==> src/rtl/exc_pkg.sv <==
package exc_pkg;
  localparam int ADDR_W = 32;
  localparam int PRIO_W = 4;

  typedef struct packed {
    logic [ADDR_W-1:0] pc;
    logic              priv;
    logic [PRIO_W:0]   prio;
  } ctx_t;
endpackage

==> src/rtl/exc_tables.sv <==
module exc_tables
  import exc_pkg::*;
#(
  parameter int NUM_EXC = 12,
  localparam int IDX_W = $clog2(NUM_EXC)
) (
  input  logic                              clk_i,
  input  logic                              rst_ni,
  input  logic                              prio_we_i,
  input  logic [IDX_W-1:0]                  prio_sel_i,
  input  logic [PRIO_W-1:0]                 prio_wdata_i,
  input  logic                              vec_we_i,
  input  logic [IDX_W-1:0]                  vec_sel_i,
  input  logic [ADDR_W-1:0]                 vec_wdata_i,
  output logic [NUM_EXC-1:0][PRIO_W-1:0]    prio_o,
  output logic [NUM_EXC-1:0][ADDR_W-1:0]    vec_o
);
  for (genvar g = 0; g < NUM_EXC; g++) begin : g_ent
    always_ff @(posedge clk_i or negedge rst_ni) begin
      if (!rst_ni) begin
        prio_o[g] <= '1;
        vec_o[g]  <= '0;
      end else begin
        if (prio_we_i && prio_sel_i == IDX_W'(g)) prio_o[g] <= prio_wdata_i;
        if (vec_we_i && vec_sel_i == IDX_W'(g))   vec_o[g]  <= vec_wdata_i;
      end
    end
  end
endmodule

==> src/rtl/exc_arbiter.sv <==
module exc_arbiter
  import exc_pkg::*;
#(
  parameter int NUM_EXC = 12,
  localparam int IDX_W = $clog2(NUM_EXC)
) (
  input  logic [NUM_EXC-1:0]             req_i,
  input  logic [NUM_EXC-1:0][PRIO_W-1:0] prio_i,
  output logic                           valid_o,
  output logic [IDX_W-1:0]               idx_o,
  output logic [PRIO_W-1:0]              prio_o
);
  // strict compare keeps the lowest index on ties
  always_comb begin
    valid_o = 1'b0;
    idx_o   = '0;
    prio_o  = '1;
    for (int i = 0; i < NUM_EXC; i++) begin
      if (req_i[i] && (!valid_o || prio_i[i] < prio_o)) begin
        valid_o = 1'b1;
        idx_o   = IDX_W'(i);
        prio_o  = prio_i[i];
      end
    end
  end
endmodule

==> src/rtl/ctx_stack.sv <==
module ctx_stack
  import exc_pkg::*;
#(
  parameter int DEPTH = 8,
  localparam int PTR_W = $clog2(DEPTH),
  localparam int CNT_W = $clog2(DEPTH + 1)
) (
  input  logic clk_i,
  input  logic rst_ni,
  input  logic push_i,
  input  logic pop_i,
  input  ctx_t din_i,
  output ctx_t dout_o,
  output logic full_o,
  output logic empty_o
);
  ctx_t             mem_q [DEPTH];
  logic [CNT_W-1:0] cnt_q;
  logic [PTR_W-1:0] top_idx;

  assign top_idx = PTR_W'(cnt_q - CNT_W'(1));
  assign full_o  = (cnt_q == CNT_W'(DEPTH));
  assign empty_o = (cnt_q == '0);
  assign dout_o  = mem_q[top_idx];

  always_ff @(posedge clk_i) begin
    if (push_i) mem_q[PTR_W'(cnt_q)] <= din_i;
  end

  always_ff @(posedge clk_i or negedge rst_ni) begin
    if (!rst_ni)     cnt_q <= '0;
    else if (push_i) cnt_q <= cnt_q + CNT_W'(1);
    else if (pop_i)  cnt_q <= cnt_q - CNT_W'(1);
  end


  push_not_full_chk: assert property (@(posedge clk_i) disable iff (!rst_ni)
    push_i |-> !full_o);

  pop_not_empty_chk: assert property (@(posedge clk_i) disable iff (!rst_ni)
    pop_i |-> !empty_o);

  depth_bound_chk: assert property (@(posedge clk_i) disable iff (!rst_ni)
    cnt_q <= CNT_W'(DEPTH));
endmodule

==> src/rtl/exc_entry_ctrl.sv <==
module exc_entry_ctrl
  import exc_pkg::*;
#(
  parameter int                NUM_EXC     = 12,
  parameter int                STACK_DEPTH = 8,
  parameter logic [ADDR_W-1:0] TBL_BASE    = '0,
  localparam int IDX_W = $clog2(NUM_EXC),
  localparam int CUR_W = PRIO_W + 1
) (
  input  logic               clk_i,
  input  logic               rst_ni,
  input  logic               glb_en_i,
  input  logic [NUM_EXC-1:0] req_i,
  input  logic               prio_we_i,
  input  logic [IDX_W-1:0]   prio_sel_i,
  input  logic [PRIO_W-1:0]  prio_wdata_i,
  input  logic               vec_we_i,
  input  logic [IDX_W-1:0]   vec_sel_i,
  input  logic [ADDR_W-1:0]  vec_wdata_i,
  input  logic [ADDR_W-1:0]  pc_i,
  input  logic               ret_i,
  output logic               pc_load_o,
  output logic [ADDR_W-1:0]  pc_o,
  output logic [ADDR_W-1:0]  vec_loc_o,
  output logic               priv_o,
  output logic [CUR_W-1:0]   cur_prio_o,
  output logic               ovf_o
);
  localparam logic [CUR_W-1:0] IDLE_PRIO = CUR_W'(1 << PRIO_W);
  localparam logic [ADDR_W-1:0] SLOT_OFS = ADDR_W'(16);

  logic [NUM_EXC-1:0][PRIO_W-1:0] prio_tbl;
  logic [NUM_EXC-1:0][ADDR_W-1:0] vec_tbl;
  logic [NUM_EXC-1:0]             req_en;
  logic                           win_valid;
  logic [IDX_W-1:0]               win_idx;
  logic [PRIO_W-1:0]              win_prio;
  logic                           take, do_push, do_pop;
  logic                           stk_full, stk_empty;
  ctx_t                           push_ctx, top_ctx;

  exc_tables #(.NUM_EXC(NUM_EXC)) u_tables (
    .clk_i, .rst_ni,
    .prio_we_i, .prio_sel_i, .prio_wdata_i,
    .vec_we_i, .vec_sel_i, .vec_wdata_i,
    .prio_o(prio_tbl), .vec_o(vec_tbl)
  );

  assign req_en = req_i & {NUM_EXC{glb_en_i}};

  exc_arbiter #(.NUM_EXC(NUM_EXC)) u_arb (
    .req_i(req_en), .prio_i(prio_tbl),
    .valid_o(win_valid), .idx_o(win_idx), .prio_o(win_prio)
  );

  // return wins over entry in the same cycle
  assign take    = !ret_i && win_valid && ({1'b0, win_prio} < cur_prio_o);
  assign do_push = take && !stk_full;
  assign do_pop  = ret_i && !stk_empty;

  assign push_ctx = '{pc: pc_i, priv: priv_o, prio: cur_prio_o};

  ctx_stack #(.DEPTH(STACK_DEPTH)) u_stack (
    .clk_i, .rst_ni,
    .push_i(do_push), .pop_i(do_pop),
    .din_i(push_ctx), .dout_o(top_ctx),
    .full_o(stk_full), .empty_o(stk_empty)
  );

  always_ff @(posedge clk_i or negedge rst_ni) begin
    if (!rst_ni) begin
      pc_load_o  <= 1'b0;
      pc_o       <= '0;
      vec_loc_o  <= '0;
      priv_o     <= 1'b0;
      cur_prio_o <= IDLE_PRIO;
      ovf_o      <= 1'b0;
    end else begin
      pc_load_o <= do_push || do_pop;
      ovf_o     <= take && stk_full;
      if (do_pop) begin
        pc_o       <= top_ctx.pc;
        priv_o     <= top_ctx.priv;
        cur_prio_o <= top_ctx.prio;
      end else if (do_push) begin
        pc_o       <= vec_tbl[win_idx];
        vec_loc_o  <= TBL_BASE + ((SLOT_OFS + ADDR_W'(win_idx)) << 2);
        priv_o     <= 1'b1;
        cur_prio_o <= {1'b0, win_prio};
      end
    end
  end


  idle_unpriv_chk: assert property (@(posedge clk_i) disable iff (!rst_ni)
    (cur_prio_o == IDLE_PRIO) |-> !priv_o);

  prio_raise_priv_chk: assert property (@(posedge clk_i) disable iff (!rst_ni)
    (cur_prio_o < $past(cur_prio_o)) |-> priv_o);

  gate_off_chk: assert property (@(posedge clk_i) disable iff (!rst_ni)
    (!glb_en_i && !ret_i) |=> ($stable(cur_prio_o) && !pc_load_o));

  empty_ret_chk: assert property (@(posedge clk_i) disable iff (!rst_ni)
    (ret_i && stk_empty) |=> (!pc_load_o && $stable(cur_prio_o)));

  winner_req_chk: assert property (@(posedge clk_i) disable iff (!rst_ni)
    win_valid |-> (req_i[win_idx] && glb_en_i));

  ovf_no_load_chk: assert property (@(posedge clk_i) disable iff (!rst_ni)
    ovf_o |-> !pc_load_o);
endmodule

==> config.mk <==
export PLATFORM = sky130hd
export DESIGN_NAME = exc_entry_ctrl
export DESIGN_NICKNAME = d
export VERILOG_FILES = /design/src/rtl/exc_pkg.sv /design/src/rtl/exc_tables.sv /design/src/rtl/exc_arbiter.sv /design/src/rtl/ctx_stack.sv /design/src/rtl/exc_entry_ctrl.sv
export SDC_FILE = /design/constraint.sdc
export NUM_CORES = 1
export LEC_CHECK = 0
export ABC_CLOCK_PERIOD_IN_PS = 21200
export BUFFER_PORTS_ARGS = -buffer_cell sky130_fd_sc_hd__buf_2
export CAP_MARGIN = 40
export CORE_UTILIZATION = 39
export CTS_BUF_LIST = sky130_fd_sc_hd__clkbuf_8 sky130_fd_sc_hd__clkbuf_16
export CTS_CLUSTER_SIZE = 40
export DETAILED_ROUTE_END_ITERATION = 8
export GPL_ROUTABILITY_DRIVEN = 0
export SYNTH_ARGS = -nofsm -noshare
export SYNTH_HDL_FRONTEND = slang
export SYNTH_SLANG_ARGS = --single-unit
==> constraint.sdc <==
create_clock -name clk_i -period 21.2 [get_ports clk_i]
set_input_delay 1.06 -clock clk_i [delete_from_list [all_inputs] [get_ports clk_i]]
set_output_delay 1.06 -clock clk_i [all_outputs]
set_load 0.03 [all_outputs]
* After elaboration in Yosys (flattened, before gate mapping)
Memories as Yosys holds them, arrays and structs flattened.
Cells that the tools add are included.
** Storage, ports and cells
- Word-level logic and storage cells :: 191
- Bits in registers :: 506
- Memories :: 1
- Output and inout bits :: 72
- Bits of input ports :: 94
- Memory bits (writable) :: 304
** Memory list
- u_stack.mem_q :: words 8, bits a word 38, rd ports 1, clocked after Yosys merged registers in 0, write ports 1, RTL line ctx_stack.sv:17 : ctx_t mem_q [DEPTH];
** Cells by class
- Mux-type cells :: 47
- Reductions and logical operators :: 71
- Magnitude comparators :: 13
- Bitwise logic cells :: 2
- $add $sub $neg :: 3
- Equality and inequality tests :: 23
** Operators by type and width (number)
- binary-select mux 32 bit (select 4 bit) :: 1
- 2-to-1 mux 32 bit :: 3
- 2-to-1 mux 4 bit :: 18
- < comparator 4 bit :: 11
- logical AND 1 bit :: 40
- == test 4 bit, second input constant :: 9
- == test 4 x 3 -> 1 bit, second input constant :: 8
- 2-to-1 mux 1 bit :: 17
- == test 4 x 2 -> 1 bit, second input constant :: 4
- logical NOT 1 bit :: 14
- AND 12 bit :: 1
- logical NOT 4 bit :: 3
- logical OR 1 bit :: 12
- 2-to-1 mux 3 bit :: 4
- 2-to-1 mux 5 bit :: 2
- == test 4 x 1 -> 1 bit, second input constant :: 2
- adder 5 x 4 -> 6 bit, first input constant :: 1
- < comparator 4 x 5 -> 1 bit :: 1
- < comparator 4 x 5 -> 1 bit, second input constant :: 1
- adder 4 x 1 -> 4 bit, second input constant :: 1
- 2-to-1 mux 2 bit :: 2
- subtractor 4 x 1 -> 4 bit, second input constant :: 1
- AND reduction 2 bit :: 1
- nonzero test 2 bit :: 1
- inverter 1 bit :: 1

* Depth between registers and ports, before layout
Gate-level depths: netlist (run 1).
- Depth in word-level cells :: 51
- Gate-level depth with buffers :: 105
- Gate-level depth less buffers :: 100

* By module
Synthesis (run 1) repeated with hierarchy kept, for this count alone.
** Unflattened totals
- Cells, all modules :: 2727
- Area, all modules :: 37252.0 um^2
** Modules (own cells, without submodules)
- exc_tables :: cells an instance 979, area each 16587.2 um^2, times used 1, seq. area each 10870.4 um^2
- ctx_stack :: cells an instance 743, area each 12365.6 um^2, times used 1, seq. area each 9228.9 um^2
- exc_entry_ctrl :: cells an instance 618, area each 5561.6 um^2, times used 1, seq. area each 1127.3 um^2
- exc_arbiter :: cells an instance 387, area each 2737.6 um^2, times used 1, seq. area each 0.0 um^2

* Worst setup path after synthesis (run 1)
No wires, ideal clock.
- Path kind :: input port to flip-flop
- Start point :: in req_i[0]
- End point :: mem u_stack.mem_q[0][0] in the netlist's numbering, enable pin
- Path buffers :: 4
- Stages :: 94
- Arrival time :: 21217 ps
- Setup time :: 528 ps
- Data required time :: 20672 ps
- Path slack :: -545 ps
- Cells stage by stage :: nand2_2 -> nor2_1 -> ha_1 -> nand4b_1 -> nand4_1 -> a31oi_2 -> nor3_1 -> a21oi_1 -> inv_1 -> ha_1 -> nand2_1 -> nor4b_1 -> o211a_2 -> nor2_1 -> o21ai_0 -> inv_1 -> ha_1 -> and3_1 -> [58 not listed] -> mux2_2 -> inv_1 -> ha_1 -> a21o_1 -> o21ai_0 -> nor2b_1 -> a21oi_1 -> mux2_2 -> ha_1 -> a21o_1 -> a21oi_1 -> nor2_1 -> or3_1 -> or3_1 -> o21ai_0 -> nor2_1 -> clkbuf_1 -> nor4_1
** Between the ends
- Longest elaborated chain between the ends :: 51
- Elaborated cells between the ends (all ways) :: 75
- Those cells by class :: 12 x order compare; 26 x mux; 1 x bitwise; 36 x reduce/logical
** RTL lines
- start: declaration :: RTL line exc_entry_ctrl.sv:13 : input logic [NUM_EXC-1:0] req_i,
- AND 12 bit (*) :: RTL line exc_entry_ctrl.sv:49 : assign req_en = req_i & {NUM_EXC{glb_en_i}};
- 2-to-1 mux 4 bit / 2-to-1 mux 1 bit (equally long branches) :: RTL line exc_arbiter.sv:19 : if (req_i[i] && (!valid_o || prio_i[i] < prio_o)) begin
- < comparator 4 bit / logical NOT 1 bit (equally long branches) :: RTL line exc_arbiter.sv:19
- logical OR 1 bit :: RTL line exc_arbiter.sv:19
- logical AND 1 bit :: RTL line exc_arbiter.sv:19
- 2-to-1 mux 4 bit / 2-to-1 mux 1 bit (equally long branches) :: RTL line exc_arbiter.sv:19
- < comparator 4 bit / logical NOT 1 bit (equally long branches) :: RTL line exc_arbiter.sv:19
- logical OR 1 bit :: RTL line exc_arbiter.sv:19
- [35 not listed]
- logical OR 1 bit :: RTL line exc_arbiter.sv:19
- logical AND 1 bit :: RTL line exc_arbiter.sv:19
- 2-to-1 mux 4 bit / 2-to-1 mux 1 bit (equally long branches) :: RTL line exc_arbiter.sv:19
- < comparator 4 x 5 -> 1 bit / logical AND 1 bit (equally long branches) :: RTL line exc_entry_ctrl.sv:57 : assign take = !ret_i && win_valid && ({1'b0, win_prio} < cur_prio_o);
- logical AND 1 bit (*) :: RTL line exc_entry_ctrl.sv:57
- logical AND 1 bit (*) :: RTL line exc_entry_ctrl.sv:58 : assign do_push = take && !stk_full;
- 2-to-1 mux 1 bit (*) :: RTL line ctx_stack.sv:27 : if (push_i) mem_q[PTR_W'(cnt_q)] <= din_i;
- 2-to-1 mux 1 bit (not written as such) (*) :: RTL line ctx_stack.sv:27
- end: declaration :: RTL line ctx_stack.sv:17
Every way passes the cells marked *; elsewhere a longest branch is shown, timed or not.

* Worst setup path after layout (run 1)
- Start point :: in req_i[0]
- End point :: reg pc_o[12]
** Between the ends
- Longest elaborated chain between the ends :: 50
- Elaborated cells between the ends (all ways) :: 89
- Those cells by class :: 12 x order compare; 39 x mux; 1 x bitwise; 37 x reduce/logical
** RTL lines
- AND 12 bit (*) :: RTL line exc_entry_ctrl.sv:49
- 2-to-1 mux 4 bit / 2-to-1 mux 1 bit (equally long branches) :: RTL line exc_arbiter.sv:19
- < comparator 4 bit / logical NOT 1 bit (equally long branches) :: RTL line exc_arbiter.sv:19
- logical OR 1 bit :: RTL line exc_arbiter.sv:19
- logical AND 1 bit :: RTL line exc_arbiter.sv:19
- 2-to-1 mux 4 bit / 2-to-1 mux 1 bit (equally long branches) :: RTL line exc_arbiter.sv:19
- < comparator 4 bit / logical NOT 1 bit (equally long branches) :: RTL line exc_arbiter.sv:19
- logical OR 1 bit :: RTL line exc_arbiter.sv:19
- [34 not listed]
- < comparator 4 bit / logical NOT 1 bit (equally long branches) :: RTL line exc_arbiter.sv:19
- logical OR 1 bit :: RTL line exc_arbiter.sv:19
- logical AND 1 bit :: RTL line exc_arbiter.sv:19
- 2-to-1 mux 4 bit / 2-to-1 mux 1 bit (equally long branches) :: RTL line exc_arbiter.sv:19
- binary-select mux 32 bit (select 4 bit) (tied with other cells) :: RTL line exc_entry_ctrl.sv:86 : pc_o <= vec_tbl[win_idx];
- 2-to-1 mux 32 bit (not written as such) / logical AND 1 bit (equally long branches) :: RTL line exc_entry_ctrl.sv:86, exc_entry_ctrl.sv:57
- 2-to-1 mux 32 bit / logical AND 1 bit (equally long branches) :: RTL line exc_entry_ctrl.sv:85, exc_entry_ctrl.sv:58
- 2-to-1 mux 32 bit / nonzero test 2 bit (equally long branches)
- end signal: assignment :: RTL line exc_entry_ctrl.sv:82 : pc_o <= top_ctx.pc;
- end signal: assignment :: RTL line exc_entry_ctrl.sv:86
- end: declaration :: RTL line exc_entry_ctrl.sv:23 : output logic [ADDR_W-1:0] pc_o,
Every way passes the cells marked *; elsewhere a longest branch is shown, timed or not. The select of a mux whose other input is x is not followed.
A chain may end at the register's enable or synchronous reset.

==> flow_metrics.py, run 1 <==
metrics = {
    "status": {
        "status": "completed",
    },
    "drt": {
        "wl_per_cell_um": 24.63,
        "wl_um": 95180,
        "antenna_left": 0,
        "drc": 0,
        "viasPerCell": 5.744,
        "drtPass1Iterations": 8,
        "drt_iter0_markers": 1837,
        "vias": 22202,
    },
    "global_route": {
        "grt_pass1_vias": 22829,
        "grt_antenna_before_repair": 23,
        "overflow": 0,
        "grtUsageMet3_pct": 3.684,
        "grt_util_met1_pct": 28.72,
        "grt_pass1_wl_um": 144900,
        "grt_max_degree": 137,
        "track_usage_pct": 20.35,
        "met2_usage_pct": 32.09,
        "grt-busiest-layer": "met2",
    },
    "sta": {
        "fin_worst_skew_ns": 0.01994,
        "period_needed_ns": 20.19,
        "worstMarginPinSlew_ns": 1.154,
        "hold-worst-slack_ns": 0.4897,
        "clock.fmax_mhz": 49.53,
        "setup_violations": 0,
        "slew_headroom_pct": 23.05,
        "drv_slew": 0,
        "period_share_pct": 95.23,
        "finalHoldViolations": 0,
    },
    "layout": {
        "n_fill_cell": 7953,
        "final_nets": 2715,
        "synthToLayoutAreaGrowth_pct": 13.73,
        "finalNonFillerCells": 3865,
        "drive_above_1_share_pct": 38.16,
    },
    "cts": {
        "cts_buffers": 85,
        "cts.path.max_buffers": 3,
        "hold_buffers": 0,
        "cts.sinks": 785,
        "cts_tree": "built",
        "cts-root-buf": "clkbuf_16",
        "worst_skew_pair.late_latency_ns": 0.65,
        "clkSlewWorstSetupHoldPaths_ns": 0.06,
        "htree_levels": 3,
    },
    "setup_path": {
        "worstSetupPathType": "in2reg",
        "ff2ff_setup_slack_ns": 1.27,
        "crit_start": "req_i[0]",
        "worstPathArrival_ns": 20.65,
        "cp_common_cell": "ha_1",
        "cp-endpoint": "pc_o[12]",
        "reg2regPathDepth": 91,
        "regToRegEndpoint": "pc_o[12]",
        "r2r-start": "u_tables.prio_o[3]",
        "required_ns": 21.66,
        "cp-start-kind": "primary input",
        "worstSetupEndpointType": "register",
        "crit_fanout": 21,
        "worst_path_max_delay_cell": "a222oi_1",
        "slowest_delay_ns": 0.64,
    },
    "synthesis": {
        "synth_cells": 2486,
        "avgSynthCellArea_um2": 14.49,
        "async_reset_ff_share_pct": 61.27,
        "yosys_register_bits": 785,
        "synth.yosys.seq_area_share_pct": 58.95,
        "yosys_most_used_dff": "dfrtp_1",
        "synth_edf_count": 304,
        "synth.distinct_cells": 98,
        "netlist_area_um2": 36010,
        "yosys_warnings": 0,
    },
    "pwr": {
        "p_switching_uw": 2062,
        "leakagePower_uw": 0.01639,
        "p_per_area_nw_per_um2": 139.9,
        "vdd_drop_max_v": 0.0001512,
        "p_clk_share_pct": 24.8,
        "p_int_uw": 3667,
        "switching_share_pct": 35.99,
        "seqPwrFrac_pct": 38.0,
        "report.power.total_uw": 5729,
        "power_frac_comb_pct": 37.2,
    },
    "placement": {
        "port_buffers": 138,
        "place_hpwl_um": 57900,
        "dp_cells": 3688,
    },
    "floorplanning": {
        "std_cell_rows": 111,
        "die_h_um": 305.9,
        "start_util_pct": 39.35,
        "core_area_um2": 91520,
        "num_io_pins": 166,
        "dieArea_um2": 93550,
        "die_x_um": 305.9,
    },
    "hold_path": {
        "hold_class": "reg2reg",
    },
    "run": {
        "max_cap_viol_count": 0,
    },
}
-- registers in the layout (all words and copies together) (netlist names) --
signal,count
u_tables.vec_o,384
u_stack.mem_q,304
u_tables.prio_o,48
pc_o,32
cur_prio_o,5
vec_loc_o,5
u_stack.cnt_q,4
ovf_o,1
pc_load_o,1
priv_o,1
-- power by group through the flow --
stage / clock network [µW] / logic [µW] / registers [µW]
2_1_floorplan: 0 / 1440 / 2180
3_3_place_gp: 0 / 2070 / 2180
3_5_place_dp: 0 / 2110 / 2200
4_1_cts: 1450 / 2120 / 2180
5_1_grt: 1520 / 2280 / 2220
6_report: 1420 / 2130 / 2180
-- how the worst min path moves through the flow --
stage	startpoint	to	slack (ns)	depth (start not counted)
5_1_grt	vec_loc_o[2]	vec_loc_o[2]	0.50	2
3_3_place_gp	vec_loc_o[2]	vec_loc_o[2]	0.47	2
6_report	vec_loc_o[2]	vec_loc_o[2]	0.49	2
2_1_floorplan	u_tables.vec_o[127]	u_tables.vec_o[127]	0.47	1
4_1_cts	vec_loc_o[2]	vec_loc_o[2]	0.49	2
3_5_place_dp	vec_loc_o[2]	vec_loc_o[2]	0.47	2
-- layout make-up --
class	instances	area, µm²	area share [%]
Antenna cell	6	15.01	0.03666
Clock buffer	95	2287	5.585
Clock inverter	62	417.9	1.020
Inverter	36	135.1	0.3299
Multi-Input combinational cell	1491	14060	34.34
Sequential cell	785	21230	51.84
Tap cell	1186	1484	3.623
Timing Repair Buffer	204	1324	3.232
-- cell usage after synthesis (all sizes together), types with 18 or more instances --
| cell type | number | share of area [%] |
|---|---|---|
| mux2 | 508 | 16 |
| dfrtp | 432 | 30 |
| edfxtp | 304 | 25 |
| mux2i | 135 | 3.8 |
| nand2 | 127 | 1.3 |
| clkbuf | 121 | 1.3 |
| buf | 79 | 1.3 |
| mux4 | 79 | 4.9 |
| nor2 | 62 | 0.65 |
| o21ai | 51 | 0.71 |
| dfstp | 49 | 3.6 |
| nand3 | 48 | 0.67 |
| o2111ai | 40 | 0.97 |
| a21oi | 38 | 0.54 |
| inv | 36 | 0.38 |
| a22o | 28 | 0.68 |
| nor4b | 23 | 0.58 |
| a311oi | 21 | 0.51 |
| and3 | 19 | 0.34 |
| ha | 18 | 0.63 |
-- per-stage QoR --
| step | cell area [µm²] | setup WS (ns) | util (%) | setup TNS [ns] |
|---|---|---|---|---|
| floorplan | 36120 | -0.5451 | - | -41.42 |
| global placement | 37930 | 0.7309 | 41.45 | 0 |
| detailed placement | 38050 | -0.04289 | 41.57 | -0.04289 |
| CTS | 40750 | 0.5422 | 44.53 | 0 |
| global route | 40950 | -0.1362 | 44.74 | -4.057 |
| finish | 40960 | 1.010 | 44.75 | 0 |
-- routing by layer --
layer,vias up,share of wire [%]
li1,9730,-
met1,11626,45
met2,641,46
met3,183,5.8
met4,22,2.4
met5,-,0.15
-- timing repair --
action,CTS,global route
setup buffers,0,14
resized for setup,0,16
setup endpoints to repair,0,352
-- cell families (layout without fill, tap and decap cells) --
kind of cell | Yosys count | in the layout | synth area share, %
DFF | 785 | 785 | 58.95
muxes | 722 | 722 | 24.59
buffers and inverters | 236 | 397 | 2.981
other | 1 | 33 | 0.01041
adders and majority gates | 21 | 21 | 0.7088
xor gates and xnor gates | 10 | 10 | 0.2432
and+or+nand+nor | 380 | 380 | 5.493
AOI/OAI and AO/OA | 331 | 331 | 7.029
-- worst max-delay path: cells and delay by family --
| kind | cells | cell delay (ns) |
|---|---|---|
| simple gates | 32 | 5.68 |
| buf+inv | 11 | 1.13 |
| compound gates | 33 | 7.44 |
| mux | 6 | 1.81 |
| fa+ha+maj | 12 | 3.48 |
-- placed cells by master, fill, tap and decap left out, drive strengths merged, types with 7 or more instances in the layout --
cell,count
nor4,8
and3,19
mux4,79
nor3,17
a22oi,10
dfrtp,432
nand3b,10
nand3,48
inv,65
o21a,8
xnor2,7
mux2i,135
nor2,62
nor2b,9
o41ai,9
nor4b,23
a222oi,10
clkinv,28
ha,18
buf,204
nand2b,12
o31ai,9
nand2,127
a21oi,38
a311oi,21
a31oi,14
o22ai,17
a21o,10
o211ai,13
edfxtp,304
clkbuf,95
dfstp,49
or2,10
conb,27
o2111ai,40
mux2,508
or3,10
a22o,28
o21ai,51
Note: power is estimated with default switching activity, not from simulation.
==> run 2: changes to the inputs <==
--- a/config.mk
+++ b/config.mk
@@ -8,6 +8,7 @@
 export ABC_CLOCK_PERIOD_IN_PS = 21200
 export BUFFER_PORTS_ARGS = -buffer_cell sky130_fd_sc_hd__buf_2
 export CAP_MARGIN = 40
+export CORE_ASPECT_RATIO = 0.5
 export CORE_UTILIZATION = 39
 export CTS_BUF_LIST = sky130_fd_sc_hd__clkbuf_8 sky130_fd_sc_hd__clkbuf_16
 export CTS_CLUSTER_SIZE = 40
==> run 2 against run 1 <==
  * Critical path depth is the same
  * Total power down 0.87%
  * Flip-flop and latch count unchanged
  * Setup slack improved by 0.20 ns
  * Non-clock buffer count unchanged
  * Largest cell class unchanged
==> flow_metrics.py, run 2 (synthesis results as in run 1) <==
metrics = {
    "sta": {
        "drv_slew": 0,
        "fin_worst_skew_ns": 0.02871,
        "clock.fmax_mhz": 50.03,
        "slew_headroom_pct": 37.16,
        "worstMarginPinSlew_ns": 0.9280,
        "period_needed_ns": 19.99,
        "period_share_pct": 94.28,
        "setup_violations": 0,
        "finalHoldViolations": 0,
        "finalSetupTns_ns": 0,
    },
    "floorplanning": {
        "dieArea_um2": 93630,
        "std_cell_rows": 78,
        "die_h_um": 216.9,
        "die_x_um": 431.7,
        "num_io_pins": 166,
        "start_util_pct": 39.55,
        "core_area_um2": 91050,
    },
    "placement": {
        "dp_cells": 3751,
        "port_buffers": 138,
        "place_hpwl_um": 56220,
    },
    "layout": {
        "finalNonFillerCells": 3898,
        "synthToLayoutAreaGrowth_pct": 13.51,
        "drive_above_1_share_pct": 38.18,
        "final_nets": 2707,
        "reg_top3": "u_tables.vec_o: 384 flops, u_stack.mem_q: 304 flops, u_tables.prio_o: 48 flops",
        "largest_register_ffs": 384,
        "layout_commonest_cell": "mux2_2",
        "final_cell_mix": "mux2_2, dfrtp_1, edfxtp_1",
        "regMostFlops": "u_tables.vec_o",
    },
    "cts": {
        "cts-root-buf": "clkbuf_16",
        "cts_tree": "built",
        "cts.sinks": 785,
        "worst_skew_pair.late_latency_ns": 0.64,
        "clkSlewWorstSetupHoldPaths_ns": 0.07,
        "cts.path.max_buffers": 3,
        "htree_levels": 3,
        "cts_buffers": 77,
    },
    "global_route": {
        "overflow": 0,
        "track_usage_pct": 19.81,
        "grt_max_degree": 107,
        "grt_pass1_vias": 22107,
        "grt_antenna_before_repair": 10,
        "grt_pass1_wl_um": 141700,
    },
    "drt": {
        "drt_iter0_markers": 1569,
        "dr_wl_met2_um": 43240,
        "drtPass1Iterations": 6,
        "wl_met1_um": 43080,
        "highest-signal-layer": "met5",
        "wl_um": 92500,
        "vias": 21843,
        "wl_per_cell_um": 23.73,
        "drc": 0,
        "antenna_left": 0,
        "viasPerCell": 5.604,
        "wl_met3_um": 4627,
    },
    "setup_path": {
        "worstSetupEndpointType": "register",
        "slowest_delay_ns": 0.77,
        "worstSetupPathType": "in2reg",
        "cp-start-kind": "primary input",
        "required_ns": 21.65,
        "crit_start": "req_i[0]",
        "worstPathArrival_ns": 20.44,
        "r2r-start": "u_tables.prio_o[3]",
        "cp_common_cell": "ha_1",
        "worst_path_max_delay_cell": "a222oi_1",
        "crit_fanout": 22,
    },
    "status": {
        "status": "completed",
    },
    "pwr": {
        "vdd_drop_max_v": 0.00009467,
        "leakagePower_uw": 0.01629,
        "p_per_area_nw_per_um2": 138.9,
    },
    "run": {
        "max_cap_viol_count": 0,
    },
    "hold_path": {
        "hold_class": "in2async",
    },
}
==> run 2: final timing paths <==
check,slack [ns],depth (start not counted),to
max in group asynchronous,18.19,5,u_tables.vec_o[10]
min in group clk_i,0.48,2,vec_loc_o[2]
max,1.21,94,pc_o[2]
max reg2reg,1.48,92,pc_o[2]
min,0.41,1,u_tables.vec_o[44]
min reg2reg,0.48,2,vec_loc_o[2]
==> run 2: layout make-up <==
| cell class | count | area, µm² |
|---|---|---|
| repair buffers | 204 | 1326 |
| diodes | 2 | 5.005 |
| clock buffers | 87 | 2076 |
| clock inverters | 53 | 490.5 |
| flip-flops and latches | 785 | 21230 |
| multi-input cells | 1491 | 14060 |
| inverters | 36 | 135.1 |
| well taps | 1240 | 1551 |
| fillers | 8005 | 50180 |
==> run 2: stage by stage <==
stage	power [µW]	hold WS, ns	area, µm²	worst slack (ns)	util [%]
final	5680	0.4061	40880	1.213	44.89
after global routing	5965	0.4281	40870	-0.01740	44.89
after CTS	5705	0.4148	40760	0.5876	44.76
after detailed placement	4311	0.4686	38190	-0.02577	41.94
after global placement	4261	0.4580	38030	0.5430	41.77
after floorplan	3620	0.4733	36120	-0.5451	-
==> run 2: critical path, delay by kind of cell <==
family	cells	cell delay, ns
fa+ha+maj	12	3.47
mux	6	1.97
simple gates	31	5.40
compound gates	33	7.08
buf+inv	12	1.39
==> run 2: what timing repair did <==
| item | 4_1_cts | 5_1_grt |
|---|---|---|
| buffers inserted | 0 | 5 |
| hold buffers | 0 | 0 |
| gates resized for setup | 0 | 14 |
| endpoints found under the setup margin | 0 | 351 |
==> run 2: power by group <==
group	leakage [µW]	internal (µW)	total, µW	switching [µW]
Clock	0.00133	773	1380	607
Combinational	0.00641	893	2140	1240
Sequential	0.00855	1960	2170	206
==> run 2: routing by layer <==
metal	global-route usage (%)	vias to the layer above
li1	-	9685
met1	28.66	11520
met2	31.43	518
met3	3.180	112
met4	4.303	8
met5	0	-
